`config.mk`:
```
export PLATFORM = sky130hd
export DESIGN_NAME = sync_source_selector
export DESIGN_NICKNAME = d
export VERILOG_FILES = /design/src/rtl/sync_sel_pkg.sv /design/src/rtl/sync_sel_policy.sv /design/src/rtl/sync_path_gate.sv /design/src/rtl/sync_clamp_gen.sv /design/src/rtl/sync_source_selector.sv
export SDC_FILE = /design/constraint.sdc
export NUM_CORES = 1
export LEC_CHECK = 0
export BUFFER_PORTS_ARGS = -buffer_cell sky130_fd_sc_hd__buf_2
export CAP_MARGIN = 20
export CORE_MARGIN = 5
export CORE_UTILIZATION = 35
export CTS_CLUSTER_DIAMETER = 50
export DETAILED_ROUTE_END_ITERATION = 6
export GPL_ROUTABILITY_DRIVEN = 0
export PLACE_DENSITY = 0.52
export RECOVER_POWER = 100
export SKIP_CTS_REPAIR_TIMING = 1
export SYNTH_ARGS = -nofsm -noshare
export SYNTH_HDL_FRONTEND = slang
export SYNTH_SLANG_ARGS = --single-unit
```
`constraint.sdc`:
```
create_clock -name clk -period 1.7 [get_ports clk]
set_input_delay 0.17 -clock clk [delete_from_list [all_inputs] [get_ports clk]]
set_output_delay 0.17 -clock clk [all_outputs]
set_load 0.02 [all_outputs]
```
`src/rtl/sync_sel_pkg.sv`:
```
`timescale 1ns/1ps
package sync_sel_pkg;

    // Operating mode as decoded from the two-bit mode pins.
    typedef enum logic [1:0] {
        MODE_LOW  = 2'b00,
        MODE_MID  = 2'b01,
        MODE_HIGH = 2'b10,
        MODE_HALT = 2'b11   // alias of high mode
    } mode_e;

    // Source choice for one output path (A/B meaning depends on the path).
    typedef enum logic [1:0] {
        SRC_NONE = 2'd0,
        SRC_A    = 2'd1,
        SRC_B    = 2'd2
    } src_sel_e;

    // Glitch-free gate for one output path.
    typedef enum logic [1:0] {
        GATE_OFF  = 2'd0,
        GATE_ARM  = 2'd1,
        GATE_PASS = 2'd2
    } gate_state_e;

    // Clamp pulse generator.
    typedef enum logic {
        CLP_IDLE = 1'b0,
        CLP_HOLD = 1'b1
    } clamp_state_e;

    function automatic logic mode_is_high(input logic [1:0] m);
        return m[1];
    endfunction

endpackage

```
`src/rtl/sync_sel_policy.sv`:
```
`timescale 1ns/1ps
// Combinational priority decode: which source each path should carry.
module sync_sel_policy
    import sync_sel_pkg::*;
(
    input  logic [1:0] mode_i,
    input  logic       green_ok_i,
    input  logic       comp_ok_i,
    input  logic       vsep_ok_i,
    output src_sel_e   h_want_o,   // A = green, B = composite
    output src_sel_e   v_want_o    // A = separate vertical, B = separated from composite
);

    mode_e mode;
    assign mode = mode_e'(mode_i);

    always_comb begin
        h_want_o = SRC_NONE;
        v_want_o = SRC_NONE;
        unique case (mode)
            MODE_MID: begin
                if (green_ok_i) h_want_o = SRC_A;
                if (vsep_ok_i)       v_want_o = SRC_A;
                else if (green_ok_i) v_want_o = SRC_B;
            end
            MODE_LOW, MODE_HIGH, MODE_HALT: begin
                if (comp_ok_i)       h_want_o = SRC_B;
                else if (green_ok_i) h_want_o = SRC_A;
                if (vsep_ok_i)                    v_want_o = SRC_A;
                else if (green_ok_i || comp_ok_i) v_want_o = SRC_B;
            end
            default: begin
                h_want_o = SRC_NONE;
                v_want_o = SRC_NONE;
            end
        endcase
    end

endmodule

```
`src/rtl/sync_path_gate.sv`:
```
`timescale 1ns/1ps
// One output path: follows the wanted source, but only switches while the
// forwarded level is low and only starts forwarding from a low level.
module sync_path_gate
    import sync_sel_pkg::*;
(
    input  logic     clk,
    input  logic     rst_n,
    input  logic     src_a_i,
    input  logic     src_b_i,
    input  src_sel_e want_i,
    output logic     sync_o,
    output src_sel_e sel_o
);

    gate_state_e state_q, state_d;
    src_sel_e    sel_q, sel_d;
    logic        out_q, out_d;
    logic        cur_lvl;

    always_comb begin
        unique case (sel_q)
            SRC_A:   cur_lvl = src_a_i;
            SRC_B:   cur_lvl = src_b_i;
            default: cur_lvl = 1'b0;
        endcase
    end

    // State register
    always_ff @(posedge clk or negedge rst_n) begin
        if (!rst_n) begin
            state_q <= GATE_OFF;
            sel_q   <= SRC_NONE;
        end else begin
            state_q <= state_d;
            sel_q   <= sel_d;
        end
    end

    // Next-state logic
    always_comb begin
        state_d = state_q;
        sel_d   = sel_q;
        unique case (state_q)
            GATE_OFF: begin
                if (want_i != SRC_NONE) begin
                    state_d = GATE_ARM;
                    sel_d   = want_i;
                end
            end
            GATE_ARM: begin
                if (want_i != sel_q) begin
                    if (want_i == SRC_NONE) state_d = GATE_OFF;
                    sel_d = want_i;
                end else if (!cur_lvl) begin
                    state_d = GATE_PASS;
                end
            end
            GATE_PASS: begin
                if ((want_i != sel_q) && !cur_lvl) begin
                    state_d = (want_i == SRC_NONE) ? GATE_OFF : GATE_ARM;
                    sel_d   = want_i;
                end
            end
            default: begin
                state_d = GATE_OFF;
                sel_d   = SRC_NONE;
            end
        endcase
    end

    // Output logic
    always_comb begin
        out_d = (state_q == GATE_PASS) ? cur_lvl : 1'b0;
    end

    always_ff @(posedge clk or negedge rst_n) begin
        if (!rst_n) out_q <= 1'b0;
        else        out_q <= out_d;
    end

    assign sync_o = out_q;
    assign sel_o  = sel_q;

endmodule

```
`src/rtl/sync_clamp_gen.sv`:
```
`timescale 1ns/1ps
// Fixed-width clamp pulse on a selectable edge of the horizontal output.
module sync_clamp_gen
    import sync_sel_pkg::*;
#(
    parameter int CW = 8
) (
    input  logic          clk,
    input  logic          rst_n,
    input  logic          line_i,
    input  logic          lead_i,
    input  logic [CW-1:0] width_i,
    output logic          clamp_o
);

    localparam logic [CW-1:0] ONE = CW'(1);

    clamp_state_e  state_q, state_d;
    logic [CW-1:0] cnt_q, cnt_d;
    logic          line_prev_q;
    logic          trig;

    always_comb begin
        trig = lead_i ? (line_i && !line_prev_q) : (!line_i && line_prev_q);
    end

    // State register
    always_ff @(posedge clk or negedge rst_n) begin
        if (!rst_n) begin
            state_q     <= CLP_IDLE;
            cnt_q       <= '0;
            line_prev_q <= 1'b0;
        end else begin
            state_q     <= state_d;
            cnt_q       <= cnt_d;
            line_prev_q <= line_i;
        end
    end

    // Next-state logic
    always_comb begin
        state_d = state_q;
        cnt_d   = cnt_q;
        unique case (state_q)
            CLP_IDLE: begin
                if (trig && (width_i != '0)) begin
                    state_d = CLP_HOLD;
                    cnt_d   = width_i;
                end
            end
            CLP_HOLD: begin
                if (cnt_q <= ONE) begin
                    state_d = CLP_IDLE;
                    cnt_d   = '0;
                end else begin
                    cnt_d = cnt_q - ONE;
                end
            end
            default: begin
                state_d = CLP_IDLE;
                cnt_d   = '0;
            end
        endcase
    end

    // Output logic
    always_comb begin
        clamp_o = (state_q == CLP_HOLD);
    end

endmodule

```
`src/rtl/sync_source_selector.sv`:
```
`timescale 1ns/1ps
module sync_source_selector
    import sync_sel_pkg::*;
#(
    parameter int CW = 8
) (
    input  logic          clk,
    input  logic          rst_n,
    input  logic [1:0]    mode_i,
    input  logic          green_sync_i,
    input  logic          green_ok_i,
    input  logic          comp_sync_i,
    input  logic          comp_ok_i,
    input  logic          vsep_sync_i,
    input  logic          vsep_ok_i,
    input  logic          vcs_sync_i,
    input  logic [CW-1:0] clamp_width_i,
    output logic          h_sync_o,
    output logic          v_sync_o,
    output logic          clamp_o
);

    localparam int NUM_PATH = 2;               // 0 = horizontal, 1 = vertical
    localparam int NUM_SYNC = 2 * NUM_PATH;    // two candidate sources per path

    logic [NUM_SYNC-1:0] pin_vec, sync_q;
    src_sel_e            want   [NUM_PATH];
    src_sel_e            sel    [NUM_PATH];
    logic [NUM_PATH-1:0] path_out;
    src_sel_e            h_want, v_want;
    src_sel_e            h_sel;
    logic                lead_sel;

    // Bit 2p is source A of path p, bit 2p+1 is source B.
    assign pin_vec = {vcs_sync_i, vsep_sync_i, comp_sync_i, green_sync_i};

    always_ff @(posedge clk or negedge rst_n) begin
        if (!rst_n) sync_q <= '0;
        else        sync_q <= pin_vec;
    end

    sync_sel_policy u_policy (
        .mode_i     (mode_i),
        .green_ok_i (green_ok_i),
        .comp_ok_i  (comp_ok_i),
        .vsep_ok_i  (vsep_ok_i),
        .h_want_o   (h_want),
        .v_want_o   (v_want)
    );

    assign want[0] = h_want;
    assign want[1] = v_want;

    for (genvar p = 0; p < NUM_PATH; p++) begin : g_path
        sync_path_gate u_gate (
            .clk     (clk),
            .rst_n   (rst_n),
            .src_a_i (sync_q[2*p]),
            .src_b_i (sync_q[2*p+1]),
            .want_i  (want[p]),
            .sync_o  (path_out[p]),
            .sel_o   (sel[p])
        );
    end

    assign h_sel    = sel[0];
    assign lead_sel = mode_is_high(mode_i) && (h_sel == SRC_B);

    sync_clamp_gen #(.CW(CW)) u_clamp (
        .clk     (clk),
        .rst_n   (rst_n),
        .line_i  (path_out[0]),
        .lead_i  (lead_sel),
        .width_i (clamp_width_i),
        .clamp_o (clamp_o)
    );

    assign h_sync_o = path_out[0];
    assign v_sync_o = path_out[1];

endmodule

```
* Word level (Yosys, flattened, before mapping)
Index checks and enable logic that the tools add are counted.
Word-level totals: bits in registers 24, bits of input ports 19, output and inout bits 3, word-level logic and storage cells 102
Operators by class: add/sub/neg operators 1, order comparisons 1, equality and inequality tests 24, muxes and demuxes 41, bitwise logic cells 1, reduce and logical (&&, ||, !) cells 24
Operators with widths (count):
- 2-to-1 mux 2 bit | 21
- one-hot mux 2 bit (3 select lines) | 4
- 2-to-1 mux 8 bit | 2
- one-hot mux 8 bit (2 select lines) | 1
- inequality test 2 x 1 -> 1 bit, second input constant | 7
- equality test 2 bit, second input constant | 6
- equality test 2 x 1 -> 1 bit, second input constant | 5
- zero test 2 bit | 5
- less-or-equal comparator 8 x 1 -> 1 bit, second input constant | 1
- 2-to-1 mux 1 bit | 8
- one-hot mux 2 bit (2 select lines) | 2
- AND reduction 4 bit | 2
- nonzero test 8 bit | 1
- subtractor 8 x 1 -> 8 bit, second input constant | 1
- logical AND 1 bit | 6
- inequality test 3 x 2 -> 1 bit, second input constant | 2
- inequality test 3 bit, second input constant | 2
- one-hot mux 1 bit (2 select lines) | 3
- AND reduction 3 bit | 2
- zero test 1 bit | 4
- inequality test 2 bit | 2
- nonzero test 2 bit | 2
- OR reduction 3 bit | 1
- logical OR 1 bit | 1
- inverter 1 bit | 1

* Depth between registers and ports, before layout
depth after elaboration 8, gate-level depth with buffers 9, mapped depth without buffers 8

* Cells and area by module
A second synthesis with hierarchy kept.
Unflattened totals: cell total of the unflattened synthesis 165, area total of the unflattened synthesis 1564.0 sq um
By module, submodules not included:
- sync_clamp_gen | instances 1, cells an instance 67, area each 659.4 sq um, sequential area each 250.2 sq um
- sync_path_gate at g_path[0].u_gate | instances 1, cells an instance 43, area each 376.6 sq um, sequential area each 125.1 sq um
- sync_path_gate at g_path[1].u_gate | instances 1, cells an instance 43, area each 375.4 sq um, sequential area each 125.1 sq um
- sync_source_selector | instances 1, cells an instance 5, area each 108.9 sq um, sequential area each 100.1 sq um
- sync_sel_policy | instances 1, cells an instance 7, area each 43.8 sq um, sequential area each 0.0 sq um

* Least setup slack after synthesis
No wires, ideal clock.
path kind register -> register, from register g_path[0].u_gate.sel_q[0], to register g_path[0].u_gate.sel_q[1], arrival 1698 ps, required time 1575 ps, slack -123 ps, stages on the path, launching flop included 7, buffers on the path 0, clock period less this slack 1823 ps, cells stage by stage dfrtp_1 > inv_1 > ha_1 > or2_2 > and2_2 > a21oi_2 > mux2_4
On the way: word-level cells in the longest chain between the ends 6, elaborated cells on any way between the ends 9, those cells by class 5 x eq/ne; 1 x mux; 3 x reduce/logical
Ends and longest elaborated chain:
- start: declaration | RTL line sync_path_gate.sv:17 | src_sel_e sel_q, sel_d;
- start signal: assignment | RTL line sync_path_gate.sv:36 | sel_q <= sel_d;
- equality test 2 bit / equality test 2 x 1 -> 1 bit (equally long branches) | RTL line sync_path_gate.sv:22 | unique case (sel_q)
- one-hot mux 1 bit (2 select lines) | RTL line sync_path_gate.sv:22
- zero test 1 bit
- logical AND 1 bit | RTL line sync_path_gate.sv:60 | if ((want_i != sel_q) && !cur_lvl) begin
- inequality test 2 x 1 -> 1 bit (no line)
- AND reduction 3 bit (no line) (*)
Every way passes the cells marked *; elsewhere a longest branch is shown, timed or not. A chain may end at the register's enable or synchronous reset.

* Worst setup path in the final report
from register g_path[0].u_gate.sel_q[1], to register g_path[0].u_gate.sel_q[1]
The elaborated chain is that of the path after synthesis.

==> implementation parameters <==
Parameter                              Value

GRT
  Global route overflow    0
  Global-route usage over all layers    around 15%
  Wire length of the first global-routing pass    6400 um
  Number of antenna violations at the first check in global routing    0
  Via count of the first global-routing pass    1387
  Pin count of the biggest net entering global routing    25

Timing
  Fin. max-slew vios    0
  Final Hold Violating Endpoints    0
  Ratio of final minimum period to clock period    102%
  Unrepaired setup endpoints after global routing    true
  Fin worst setup slack    -33.8 ps
  Transition time of the tightest slew-check pin    614 ps
  Tightest hold margin    roughly 150 ps
  Final setup violation count    2
  Worst slew margin relative to its limit    roughly three fifths
  Maximum clock skew at final layout    2.02 ps
  Final critical-path required period    about 1700 ps
  Maximum frequency from static timing analysis    a little under 600 MHz

Setup path
  Highest net fanout along the worst path    2
  Register-to-register path setup slack    -30 ps
  Data arrival at the endpoint of the critical path    1890 ps
  Crit Path Class    flop to flop
  Cell-by-cell trace of the critical path    buf_6 -> ha_4 -> or2_4 -> and2_4 -> a21oi_4 -> mux2_4
  Start of the worst register-to-register path    g_path[0].u_gate.sel_o[1]
  Type of element capturing the critical path    flop
  Critical path capture point    g_path[0].u_gate.sel_o[1]
  Beginning of the critical path    g_path[0].u_gate.sel_o[1]
  Startpoint Class    flop
  Number of cells traversed by the worst register-to-register path    6
  CP max-delay cell    sky130_fd_sc_hd__dfrtp_1
  Largest stage delay on the critical path    roughly 410 ps
  Capture instance of the worst register-to-register path    g_path[0].u_gate.sel_o[1]
  Required time at the worst-slack endpoint    between 1500 and 2000 ps

Detailed routing
  Wire length reported by the detailed router    4180 um
  Total via count after detailed routing    around 1500
  Initial detailed-routing violation count    about 120
  DRC viols    0
  Vias/cell    about 5.3
  WL per Instance    15.1 um
  ANT nets after route    0
  Drt first pass iters    4

Clocking
  Library cell used as clock root buffer    sky130_fd_sc_hd__clkbuf_8
  Maximum buffer depth of the clock tree    2
  Number of H-tree branching levels    1
  Clock net sink count    24
  Insertion delay to the later sink of the worst-skew pair    260 ps
  Clock slew seen by the registers of the worst setup and hold paths    around 90 ps
  Number of buffers created by CTS    3
  CTS tree    done

Synthesis
  Proportion of netlist area held by the largest area contributor    between 40% and 50%
  Most common library cells after synthesis    sky130_fd_sc_hd__dfrtp_1, sky130_fd_sc_hd__nor2_1, sky130_fd_sc_hd__a21oi_1, sky130_fd_sc_hd__o21ai_0, sky130_fd_sc_hd__nand2_1
  Synth Register Bits    24
  Yosys top cell by area    sky130_fd_sc_hd__dfrtp_1
  Total of warnings raised by yosys    0
  Mean area per synthesized cell    8.87 sq um
  Most frequently used cell type in the post-synthesis netlist    sky130_fd_sc_hd__dfrtp_1
  Sequential-to-total area share from yosys stat    about two fifths
  Number of flops mapped to enable cells by yosys    0
  Ys flop type    sky130_fd_sc_hd__dfrtp_1
  Synth top area cells    sky130_fd_sc_hd__dfrtp_1, sky130_fd_sc_hd__a21oi_1, sky130_fd_sc_hd__ha_1
  Area of the mapped netlist    ~1500 sq um
  Async set-or-reset flop fraction in the synthesized netlist    100%
  Instance count of the mapped netlist    roughly 170
  Total nets after synthesis    194
  Number of unique standard cell types used by synthesis    55

Power
  Worst voltage drop across the vdd grid    0.942 mV
  Leakage power figure    0.960 nW
  Power density of the placed cells    roughly 1600 nW/um^2
  Total power of the final layout    ~3.5 mW

Hold path
  Worst Hold Class    input pin to flop

Run
  Max-cap check violation count    0

Finish
  Post-layout nets    253
  Core utilization of the finished layout    a little over half
  Combined area of the multi-input logic cells    a little under 1000 sq um
  Ant. Diodes    0
  Combined flip-flop and latch cell area    ~600 sq um
  Fraction of layout instances using a drive strength above 1    37.9%
  Final design instance area without fill    between 2000 and 2500 sq um
  Area growth, synth to finish    44.1%
  Filler instances    378

Floorplanning
  Total Die Area    around 5700 sq um
  Starting density of the core    36.7%
  Core ar.    4090 sq um
  Die span in x    roughly 75 um
  Vertical die dimension    approximately 75 um
  Number of placement rows    23
  I/O Pins    22

Run status
  Violated checks    negative setup slack
  Run status    finished with violations

Place
  Post-placement cell area    1880 sq um
  Port bufs    21
  Dpl hpwl    approximately 3000 um
[registers in the layout, summed over array words and instances (netlist names)]
name and cells:
u_clamp.clamp_o 1, sync_q 4, g_path.u_gate.sync_o 2, u_clamp.line_prev_q 1, g_path.u_gate.state_q 4, g_path.u_gate.sel_o 4, u_clamp.cnt_q 8
[kinds of logic (layout without fill, tap and decap cells)]
| group | count (synthesis) | in the layout | synth area share (%) |
|---|---|---|---|
| and+or+nand+nor | 60 | 61 | 20.8 |
| buffers and inverters | 15 | 72 | 4.09 |
| muxes | 3 | 3 | 2.59 |
| xor gates and xnor gates | 1 | 1 | 0.584 |
| DFF | 24 | 24 | 40.1 |
| AOI/OAI and AO/OA | 60 | 60 | 26.9 |
| adders and majority gates | 6 | 6 | 5.01 |
[worst max-delay path: cells and delay by family (launching register included)]
family | cells | cell delay (ps)
multiplexers | 1 | 310
AND/OR/NAND/NOR | 2 | 390
buffers and inverters | 1 | 130
adder cells (fa/ha/maj) | 1 | 220
flip-flops | 1 | 410
AO/OA/AOI/OAI | 1 | 160
[layer usage]
metal / vias to the layer above / GRT usage (%) / wire (um)
met5: - / 0 / 0
met1: 711 / 19.2 / 1920
met2: 25 / 24.3 / 2060
met4: 0 / 4.85 / 60
met3: 6 / 2.24 / 138
li1: 736 / - / -
[stage by stage]
| step | setup WS (ps) | instances | TNS [ps] |
|---|---|---|---|
| after floorplan | 5.92 | 169 | 0 |
| after global placement | -57.8 | 263 | -325 |
| after detailed placement | -225 | 263 | -793 |
| after CTS | -252 | 267 | -1100 |
| after global routing | -86.2 | 277 | -348 |
| final | -33.8 | 277 | -55.0 |
[where the power goes]
part / switching (mW) / internal, mW / total [mW] / leakage (nW)
Sequential: 0.199 / 0.740 / 0.939 / 0.308
Combinational: 1.02 / 1.08 / 2.09 / 0.616
Clock: 0.183 / 0.314 / 0.497 / 0.0357
Total: 1.40 / 2.13 / 3.53 / 0.960
[cell type report]
class / instances / share of cell area, %
multi-input combinational: 131 / 45.6
inverter: 10 / 1.91
clock inverter: 1 / 1.39
clock buffer: 3 / 1.91
sequential: 24 / 27.8
tap: 50 / 2.90
timing repair buffer: 58 / 18.5
[worst min-delay path by stage]
stage                                 from                         to  slack [ps]  cells after the start
after global routing      clamp_width_i[2]           u_clamp.cnt_q[2]         160                      3
final                     clamp_width_i[2]           u_clamp.cnt_q[2]         150                      3
after CTS                            rst_n           u_clamp.cnt_q[1]        -100                      1
after global placement               rst_n           u_clamp.cnt_q[1]         190                      1
after floorplan                      rst_n  g_path[0].u_gate.sel_o[0]        -130                      0
after detailed placement             rst_n           u_clamp.cnt_q[1]         190                      1
[cells in the final DEF (no fill, tap or decap), drive strengths merged, types with 2 or more instances in the layout]
| cell | synthesis | layout |
|---|---|---|
| buf | 2 | 49 |
| dfrtp | 24 | 24 |
| nor2 | 19 | 19 |
| o21ai | 17 | 17 |
| a21oi | 16 | 16 |
| nand2 | 12 | 12 |
| inv | 9 | 9 |
| clkbuf | 3 | 7 |
| nor3 | 6 | 6 |
| ha | 6 | 6 |
| dlygate4sd3 | 0 | 5 |
| nand2b | 4 | 4 |
| and2 | 3 | 4 |
| nor4 | 3 | 3 |
| o211ai | 3 | 3 |
| a22oi | 3 | 3 |
| or2 | 2 | 2 |
| nor2b | 2 | 2 |
| a21o | 2 | 2 |
| a31oi | 2 | 2 |
| mux2i | 2 | 2 |
| a211oi | 2 | 2 |
| o311ai | 2 | 2 |
| a21boi | 2 | 2 |
(Power assumes the default switching activity.)
